[src/rtl/nes_pkg.sv]
package nes_pkg;

    localparam int IO_W = 8;

    localparam logic [IO_W-1:0] CMD_ERASE_SETUP = 8'h60;
    localparam logic [IO_W-1:0] CMD_ERASE_GO    = 8'hD0;
    localparam logic [IO_W-1:0] CMD_READ_STAT   = 8'h70;

    localparam int STAT_READY_BIT = 6;
    localparam int STAT_FAIL_BIT  = 0;

    typedef enum logic [2:0] {
        ST_IDLE,
        ST_SETUP,
        ST_ADDR,
        ST_CONF,
        ST_WAIT_RB,
        ST_STAT_CMD,
        ST_STAT_RD
    } nes_state_e;

    typedef enum logic [1:0] {
        PH_IDLE,
        PH_LOW,
        PH_HIGH
    } nes_phase_e;

endpackage

[src/rtl/nes_strobe.sv]
module nes_strobe
    import nes_pkg::*;
#(
    parameter int CNT_W = 4
) (
    input  logic             clk,
    input  logic             rst_n,
    input  logic             clr_i,
    input  logic             go_i,
    input  logic [CNT_W-1:0] low_cyc_i,
    input  logic [CNT_W-1:0] high_cyc_i,
    output logic             active_o,
    output logic             strobe_n_o,
    output logic             sample_o,
    output logic             done_o
);

    nes_phase_e       phase_q;
    logic [CNT_W-1:0] cnt_q;

    function automatic logic [CNT_W-1:0] span(input logic [CNT_W-1:0] v);
        return (v == '0) ? '0 : v - CNT_W'(1);
    endfunction

    always_ff @(posedge clk or negedge rst_n) begin
        if (!rst_n) begin
            phase_q <= PH_IDLE;
            cnt_q   <= '0;
        end else if (clr_i) begin
            phase_q <= PH_IDLE;
            cnt_q   <= '0;
        end else begin
            unique case (phase_q)
                PH_IDLE: begin
                    if (go_i) begin
                        phase_q <= PH_LOW;
                        cnt_q   <= span(low_cyc_i);
                    end
                end
                PH_LOW: begin
                    if (cnt_q == '0) begin
                        phase_q <= PH_HIGH;
                        cnt_q   <= span(high_cyc_i);
                    end else begin
                        cnt_q <= cnt_q - CNT_W'(1);
                    end
                end
                PH_HIGH: begin
                    if (cnt_q == '0) phase_q <= PH_IDLE;
                    else             cnt_q   <= cnt_q - CNT_W'(1);
                end
                default: phase_q <= PH_IDLE;
            endcase
        end
    end

    assign active_o   = (phase_q != PH_IDLE);
    assign strobe_n_o = (phase_q != PH_LOW);
    assign sample_o   = (phase_q == PH_LOW)  && (cnt_q == '0);
    assign done_o     = (phase_q == PH_HIGH) && (cnt_q == '0);

endmodule

[src/rtl/nes_timeout.sv]
module nes_timeout #(
    parameter int TO_W = 16
) (
    input  logic            clk,
    input  logic            rst_n,
    input  logic            en_i,
    input  logic [TO_W-1:0] limit_i,
    output logic            expired_o
);

    logic [TO_W-1:0] cnt_q;

    always_ff @(posedge clk or negedge rst_n) begin
        if (!rst_n)                 cnt_q <= '0;
        else if (!en_i)             cnt_q <= '0;
        else if (cnt_q != limit_i)  cnt_q <= cnt_q + TO_W'(1);
    end

    assign expired_o = en_i && (cnt_q == limit_i);

endmodule

[src/rtl/nand_erase_seq.sv]
module nand_erase_seq
    import nes_pkg::*;
#(
    parameter int BLK_W   = 10,
    parameter int PAGE_W  = 6,
    parameter int CNT_W   = 4,
    parameter int TO_W    = 16,
    parameter int TWB_CYC = 4
) (
    input  logic             clk,
    input  logic             rst_n,
    input  logic             start_i,
    input  logic [BLK_W-1:0] blk_addr_i,
    input  logic             use_poll_i,
    input  logic [CNT_W-1:0] bus_low_cyc_i,
    input  logic [CNT_W-1:0] bus_high_cyc_i,
    input  logic [TO_W-1:0]  timeout_lim_i,
    output logic             nand_cle_o,
    output logic             nand_ale_o,
    output logic             nand_we_n_o,
    output logic             nand_re_n_o,
    output logic [IO_W-1:0]  nand_io_o,
    output logic             nand_io_oe_o,
    input  logic [IO_W-1:0]  nand_io_i,
    input  logic             nand_rb_n_i,
    output logic             busy_o,
    output logic             done_o,
    output logic             fail_o,
    output logic             timeout_o
);

    localparam int ROW_W     = BLK_W + PAGE_W;
    localparam int ADDR_CYC  = (ROW_W + IO_W - 1) / IO_W;
    localparam int ROW_PAD_W = ADDR_CYC * IO_W;
    localparam int AC_W      = (ADDR_CYC > 1) ? $clog2(ADDR_CYC) : 1;
    localparam int GD_W      = $clog2(TWB_CYC + 1);

    nes_state_e         state_q, state_d;
    logic [ROW_PAD_W-1:0] row_q;
    logic [AC_W-1:0]    acyc_q;
    logic [GD_W-1:0]    guard_q;
    logic               poll_q;
    logic               rdy_seen_q;
    logic               stat_fail_q;
    logic               done_q, fail_q, tmo_q;

    logic st_go, st_active, st_strobe_n, st_sample, st_done;
    logic to_en, to_exp;
    logic finish_ok, abort;
    logic last_addr, guard_done;

    assign last_addr  = (acyc_q == AC_W'(ADDR_CYC - 1));
    assign guard_done = (guard_q == GD_W'(TWB_CYC));

    assign to_en = (state_q == ST_WAIT_RB) || (state_q == ST_STAT_CMD) ||
                   (state_q == ST_STAT_RD);

    assign st_go = !st_active &&
                   ((state_q == ST_SETUP) || (state_q == ST_ADDR) ||
                    (state_q == ST_CONF)  || (state_q == ST_STAT_CMD) ||
                    (state_q == ST_STAT_RD));

    nes_strobe #(.CNT_W(CNT_W)) strobe_i (
        .clk        (clk),
        .rst_n      (rst_n),
        .clr_i      (abort),
        .go_i       (st_go),
        .low_cyc_i  (bus_low_cyc_i),
        .high_cyc_i (bus_high_cyc_i),
        .active_o   (st_active),
        .strobe_n_o (st_strobe_n),
        .sample_o   (st_sample),
        .done_o     (st_done)
    );

    nes_timeout #(.TO_W(TO_W)) timeout_i (
        .clk       (clk),
        .rst_n     (rst_n),
        .en_i      (to_en),
        .limit_i   (timeout_lim_i),
        .expired_o (to_exp)
    );

    // Next-state logic
    always_comb begin
        state_d   = state_q;
        finish_ok = 1'b0;
        abort     = 1'b0;
        unique case (state_q)
            ST_IDLE:     if (start_i) state_d = ST_SETUP;
            ST_SETUP:    if (st_done) state_d = ST_ADDR;
            ST_ADDR:     if (st_done && last_addr) state_d = ST_CONF;
            ST_CONF:     if (st_done) state_d = poll_q ? ST_STAT_CMD : ST_WAIT_RB;
            ST_WAIT_RB:  if (guard_done && nand_rb_n_i) state_d = ST_STAT_CMD;
            ST_STAT_CMD: if (st_done) state_d = ST_STAT_RD;
            ST_STAT_RD: begin
                if (st_done && rdy_seen_q) begin
                    state_d   = ST_IDLE;
                    finish_ok = 1'b1;
                end
            end
            default:     state_d = ST_IDLE;
        endcase
        if (to_exp && !finish_ok) begin
            state_d = ST_IDLE;
            abort   = 1'b1;
        end
    end

    // State register
    always_ff @(posedge clk or negedge rst_n) begin
        if (!rst_n) state_q <= ST_IDLE;
        else        state_q <= state_d;
    end

    // Datapath and result registers
    always_ff @(posedge clk or negedge rst_n) begin
        if (!rst_n) begin
            row_q       <= '0;
            acyc_q      <= '0;
            guard_q     <= '0;
            poll_q      <= 1'b0;
            rdy_seen_q  <= 1'b0;
            stat_fail_q <= 1'b0;
            done_q      <= 1'b0;
            fail_q      <= 1'b0;
            tmo_q       <= 1'b0;
        end else begin
            done_q <= (state_q != ST_IDLE) && (state_d == ST_IDLE);
            if (state_q == ST_IDLE && start_i) begin
                row_q  <= ROW_PAD_W'({blk_addr_i, {PAGE_W{1'b0}}});
                poll_q <= use_poll_i;
                acyc_q <= '0;
                fail_q <= 1'b0;
                tmo_q  <= 1'b0;
            end
            if (state_q == ST_ADDR && st_done && !last_addr)
                acyc_q <= acyc_q + AC_W'(1);
            if (state_q == ST_WAIT_RB) begin
                if (!guard_done) guard_q <= guard_q + GD_W'(1);
            end else begin
                guard_q <= '0;
            end
            if (state_q == ST_STAT_CMD) begin
                rdy_seen_q  <= 1'b0;
                stat_fail_q <= 1'b0;
            end else if (state_q == ST_STAT_RD && st_sample && !rdy_seen_q &&
                         nand_io_i[STAT_READY_BIT]) begin
                rdy_seen_q  <= 1'b1;
                stat_fail_q <= nand_io_i[STAT_FAIL_BIT];
            end
            if (finish_ok) fail_q <= stat_fail_q;
            if (abort) begin
                fail_q <= 1'b0;
                tmo_q  <= 1'b1;
            end
        end
    end

    // Pin outputs
    always_comb begin
        nand_cle_o   = 1'b0;
        nand_ale_o   = 1'b0;
        nand_we_n_o  = 1'b1;
        nand_re_n_o  = 1'b1;
        nand_io_o    = '0;
        nand_io_oe_o = 1'b0;
        unique case (state_q)
            ST_SETUP: begin
                nand_cle_o   = 1'b1;
                nand_io_o    = CMD_ERASE_SETUP;
                nand_io_oe_o = 1'b1;
                nand_we_n_o  = st_strobe_n;
            end
            ST_ADDR: begin
                nand_ale_o   = 1'b1;
                nand_io_o    = row_q[acyc_q*IO_W +: IO_W];
                nand_io_oe_o = 1'b1;
                nand_we_n_o  = st_strobe_n;
            end
            ST_CONF: begin
                nand_cle_o   = 1'b1;
                nand_io_o    = CMD_ERASE_GO;
                nand_io_oe_o = 1'b1;
                nand_we_n_o  = st_strobe_n;
            end
            ST_STAT_CMD: begin
                nand_cle_o   = 1'b1;
                nand_io_o    = CMD_READ_STAT;
                nand_io_oe_o = 1'b1;
                nand_we_n_o  = st_strobe_n;
            end
            ST_STAT_RD: nand_re_n_o = st_strobe_n;
            default: begin
                nand_cle_o = 1'b0;
            end
        endcase
    end

    assign busy_o    = (state_q != ST_IDLE);
    assign done_o    = done_q;
    assign fail_o    = fail_q;
    assign timeout_o = tmo_q;

endmodule

[config.mk]
export PLATFORM = sky130hd
export DESIGN_NAME = nand_erase_seq
export DESIGN_NICKNAME = d
export VERILOG_FILES = /design/src/rtl/nes_pkg.sv /design/src/rtl/nes_strobe.sv /design/src/rtl/nes_timeout.sv /design/src/rtl/nand_erase_seq.sv
export SDC_FILE = /design/constraint.sdc
export NUM_CORES = 1
export LEC_CHECK = 0
export BUFFER_PORTS_ARGS = -buffer_cell sky130_fd_sc_hd__buf_2
export CORE_MARGIN = 10
export CORE_UTILIZATION = 35
export DETAILED_ROUTE_END_ITERATION = 10
export SETUP_SLACK_MARGIN = 0.5
export SLEW_MARGIN = 25
export SYNTH_ARGS = -nofsm -noshare
export SYNTH_HDL_FRONTEND = slang
export SYNTH_SLANG_ARGS = --single-unit
[constraint.sdc]
create_clock -name clk -period 3.2 [get_ports clk]
set_input_delay 0.48 -clock clk [delete_from_list [all_inputs] [get_ports clk]]
set_output_delay 0.48 -clock clk [all_outputs]
set_load 0.02 [all_outputs]
==> results_dict.tcl <==
set metrics [dict create \
    viasPerCell 5.22 \
    cts-root-buf "clkbuf_8" \
    p_leak_nw 1.48 \
    grt_pass1_wl_um 12000 \
    layout.nets 443 \
    postSynthAreaPerCell_um2 8.58 \
    fin_crit_sh_pct 74.8 \
    drive_above_1_share_pct 19.2 \
    hpwl_um 5360 \
    synthToLayoutAreaGrowth_pct 15.4 \
    cts_tree "yes" \
    die_h_um 110 \
    power_mw 2.05 \
    num_vias 2543 \
    finalWirelength_um 7050 \
    crit_path_start "state_q[2]$_DFF_PN0_" \
    skew_ns 0.00386 \
    final_area_um2 3310 \
    clock_latency_ns 0.29 \
    worstSetupEndpoint "nand_io_o[5]" \
    ys_seq_area_share_pct 39.3 \
    drt_pass1_iterations 4 \
    synthTopCellsByArea "dfrtp_1, nand2_1, xnor2_1, ha_1, a21oi_1" \
    setup.worst_path.class "register to output pin" \
    finalHoldViolations 0 \
    yosys_warnings 0 \
    dp.cells 479 \
    path_buf_inv 1 \
    worstMarginPinSlew_ns 0.580 \
    overflow 0 \
    instances_no_fill 487 \
    cap_violations 0 \
    n_antenna_cell 0 \
    cp.required_ns 2.72 \
    gp_congestion 0.802 \
    dieArea_um2 12200 \
    peakVddDrop_mv 0.264 \
    num_rows 32 \
    cts.clk_slew.worst_paths_ns 0.08 \
    port_buffers 57 \
    fin_util_pct 42.1 \
    drt_iter0_drc 88 \
    antenna_found_initial 0 \
    ctsLongestPathBuffers 2 \
    reg2reg_depth 6 \
    cp.arrival_ns 1.91 \
    grt_setup_unrepaired "false" \
    crit_path_max_incr_delay_ns 0.52 \
    wl_per_cell_um 14.5 \
    synth_area_um2 2870 \
    cts_sinks 45 \
    path_depth 6 \
    worst-path-max-fanout 14 \
    drtAntennaViolNets 0 \
    yosys.area.top_type "dfrtp_1" \
    die_w_um 110 \
    power.density_nw_per_um2 619 \
    finalSetupTns_ns 0 \
    io_pins 64 \
    cts_resized 0 \
    rrSetupSlack_ns 1.05 \
    relSlewSlack_pct 61.4 \
    synth.top_cell.area_share_pct 39.3 \
    drc 0 \
    placed_cell_area_um2 3200 \
    worstReg2RegStart "timeout_i.cnt_q[3]$_DFFE_PN0P_" \
    start_util_pct 36.5 \
    grt_max_degree 46 \
    critPathSlowestCell "dfrtp_1" \
    syn_nets 393 \
    cp_common_cell "nand2_1" \
    crit_chain "nand2b_1 -> nor2_1 -> and2_1 -> nand2_1 -> nand2_1 -> buf_2" \
    post_cts_buffers 0 \
    cts.htree.levels 2 \
    synth_enable_flop_cells 0 \
    syn_inst 334 \
    grtUsageTotal_pct 11.2 \
    async_flop_share_pct 100 \
    numCtsBuffers 5 \
    min_period_ns 2.39 \
    cp-start-kind "register" \
    hold_buffers 0 \
    final_max_slew_viol_count 0 \
    synth-seq-cells 45 \
    cp-end-kind "output pin" \
    cp_top_family "simple AND/OR/NAND/NOR gates" \
    max_freq_mhz 418 \
    grt_pass1_vias 2539 \
    min_path_type "input port to asynchronous set/reset pin" \
    r2r-end "strobe_i.cnt_q[2]$_DFFE_PN0P_" \
    finalSetupViolations 0 \
    synth_top_flop_cell "dfrtp_1" \
    core-area_um2 7850 \
    outcome "finished, final reports clean" \
    yosysUniqueCellTypes 48 \
]
==> stage by stage <==
stage / hold slack [ns] / worst slack (ns)
finish: 0.182 / 0.806
global route: 0.226 / 0.665
CTS: 0.200 / 0.794
detailed placement: 0.454 / 0.955
global placement: 0.452 / 0.981
floorplan: 0.184 / 1.27
==> layer usage <==
layer  share of wire (%)  vias to the layer above  wire length [µm]  GRT usage, %
li1                    -                     1280                 -             -
met1                  45                     1227              3180          13.0
met2                  51                       31              3620          20.3
met3                 2.3                        5               164          1.78
met4                 1.2                        0                82          3.45
met5                   0                        -                 0             0
==> layout by cell type (no fill, tap or decap), types with 8 or more instances in the layout <==
| cell type | count |
|---|---|
| dfrtp_1 | 45 |
| xnor2_1 | 18 |
| nor2_1 | 20 |
| nand4_1 | 10 |
| nand2_1 | 65 |
| ha_1 | 12 |
| o21ai_0 | 13 |
| a21oi_1 | 21 |
| buf_2 | 56 |
| inv_1 | 12 |
| nand3_1 | 8 |
| and3_1 | 8 |
==> where the power goes <==
group          switching [mW]  total [mW]  internal (mW)  leakage (nW)
sequential              0.119       0.811          0.693         0.597
combinational           0.488       0.845          0.357         0.829
clock                   0.193       0.388          0.195        0.0542
total                   0.800        2.05           1.24          1.48
==> flip-flops by register name (all words and copies together) (netlist names) <==
name              flops
acyc_q                1
done_o                1
fail_o                1
guard_q               3
poll_q                1
rdy_seen_q            1
row_q                10
stat_fail_q           1
state_q               3
strobe_i.cnt_q        4
strobe_i.phase_q      2
timeout_i.cnt_q      16
timeout_o             1
==> cells in the mapped netlist (3+ instances only) <==
cell type / number
clkbuf_1: 7
a211oi_1: 4
and3_1: 8
o31ai_1: 5
nor4_1: 3
nand2_1: 65
a21oi_1: 21
nor3_1: 6
o21a_1: 5
o211ai_1: 3
nand2b_1: 7
o31a_1: 3
nand3_1: 8
mux2i_1: 3
nor2b_1: 6
o221ai_1: 3
or4_1: 7
inv_1: 12
nand4_1: 10
or3_1: 6
and2_1: 5
nor2_1: 20
ha_1: 12
dfrtp_1: 45
xnor2_1: 18
buf_6: 4
o21ai_0: 13
==> layout make-up <==
| cell class | count | area [µm²] |
|---|---|---|
| timing repair buffer | 58 | 295 |
| inverter | 12 | 45.0 |
| fill | 814 | 4540 |
| sequential | 45 | 1130 |
| multi-input combinational | 262 | 1610 |
| tap | 102 | 128 |
| clock buffer | 7 | 96.3 |
| clock inverter | 1 | 5.00 |
==> cell families (layout without fill, tap and decap cells) <==
kind of cell | count (synthesis) | in the layout | synth area share [%]
and+or+nand+nor | 160 | 160 | 28.3
muxes | 5 | 5 | 1.83
buffers and inverters | 27 | 78 | 4.80
xor gates and xnor gates | 18 | 18 | 5.50
DFF | 45 | 45 | 39.3
adders and majority gates | 12 | 12 | 5.24
AOI/OAI and AO/OA | 67 | 67 | 15.1
==> how the worst min path moves through the flow <==
stage / startpoint / slack [ns] / endpoint
2_1_floorplan: rst_n / 0.18 / acyc_q$_DFFE_PN0P_
3_3_place_gp: row_q[7]$_DFFE_PN0P_ / 0.45 / row_q[7]$_DFFE_PN0P_
3_5_place_dp: row_q[7]$_DFFE_PN0P_ / 0.45 / row_q[7]$_DFFE_PN0P_
4_1_cts: rst_n / 0.20 / row_q[11]$_DFFE_PN0P_
5_1_grt: rst_n / 0.23 / timeout_o$_DFFE_PN0P_
6_report: rst_n / 0.18 / row_q[11]$_DFFE_PN0P_
No activity file was read; power rests on OpenSTA's default activity.
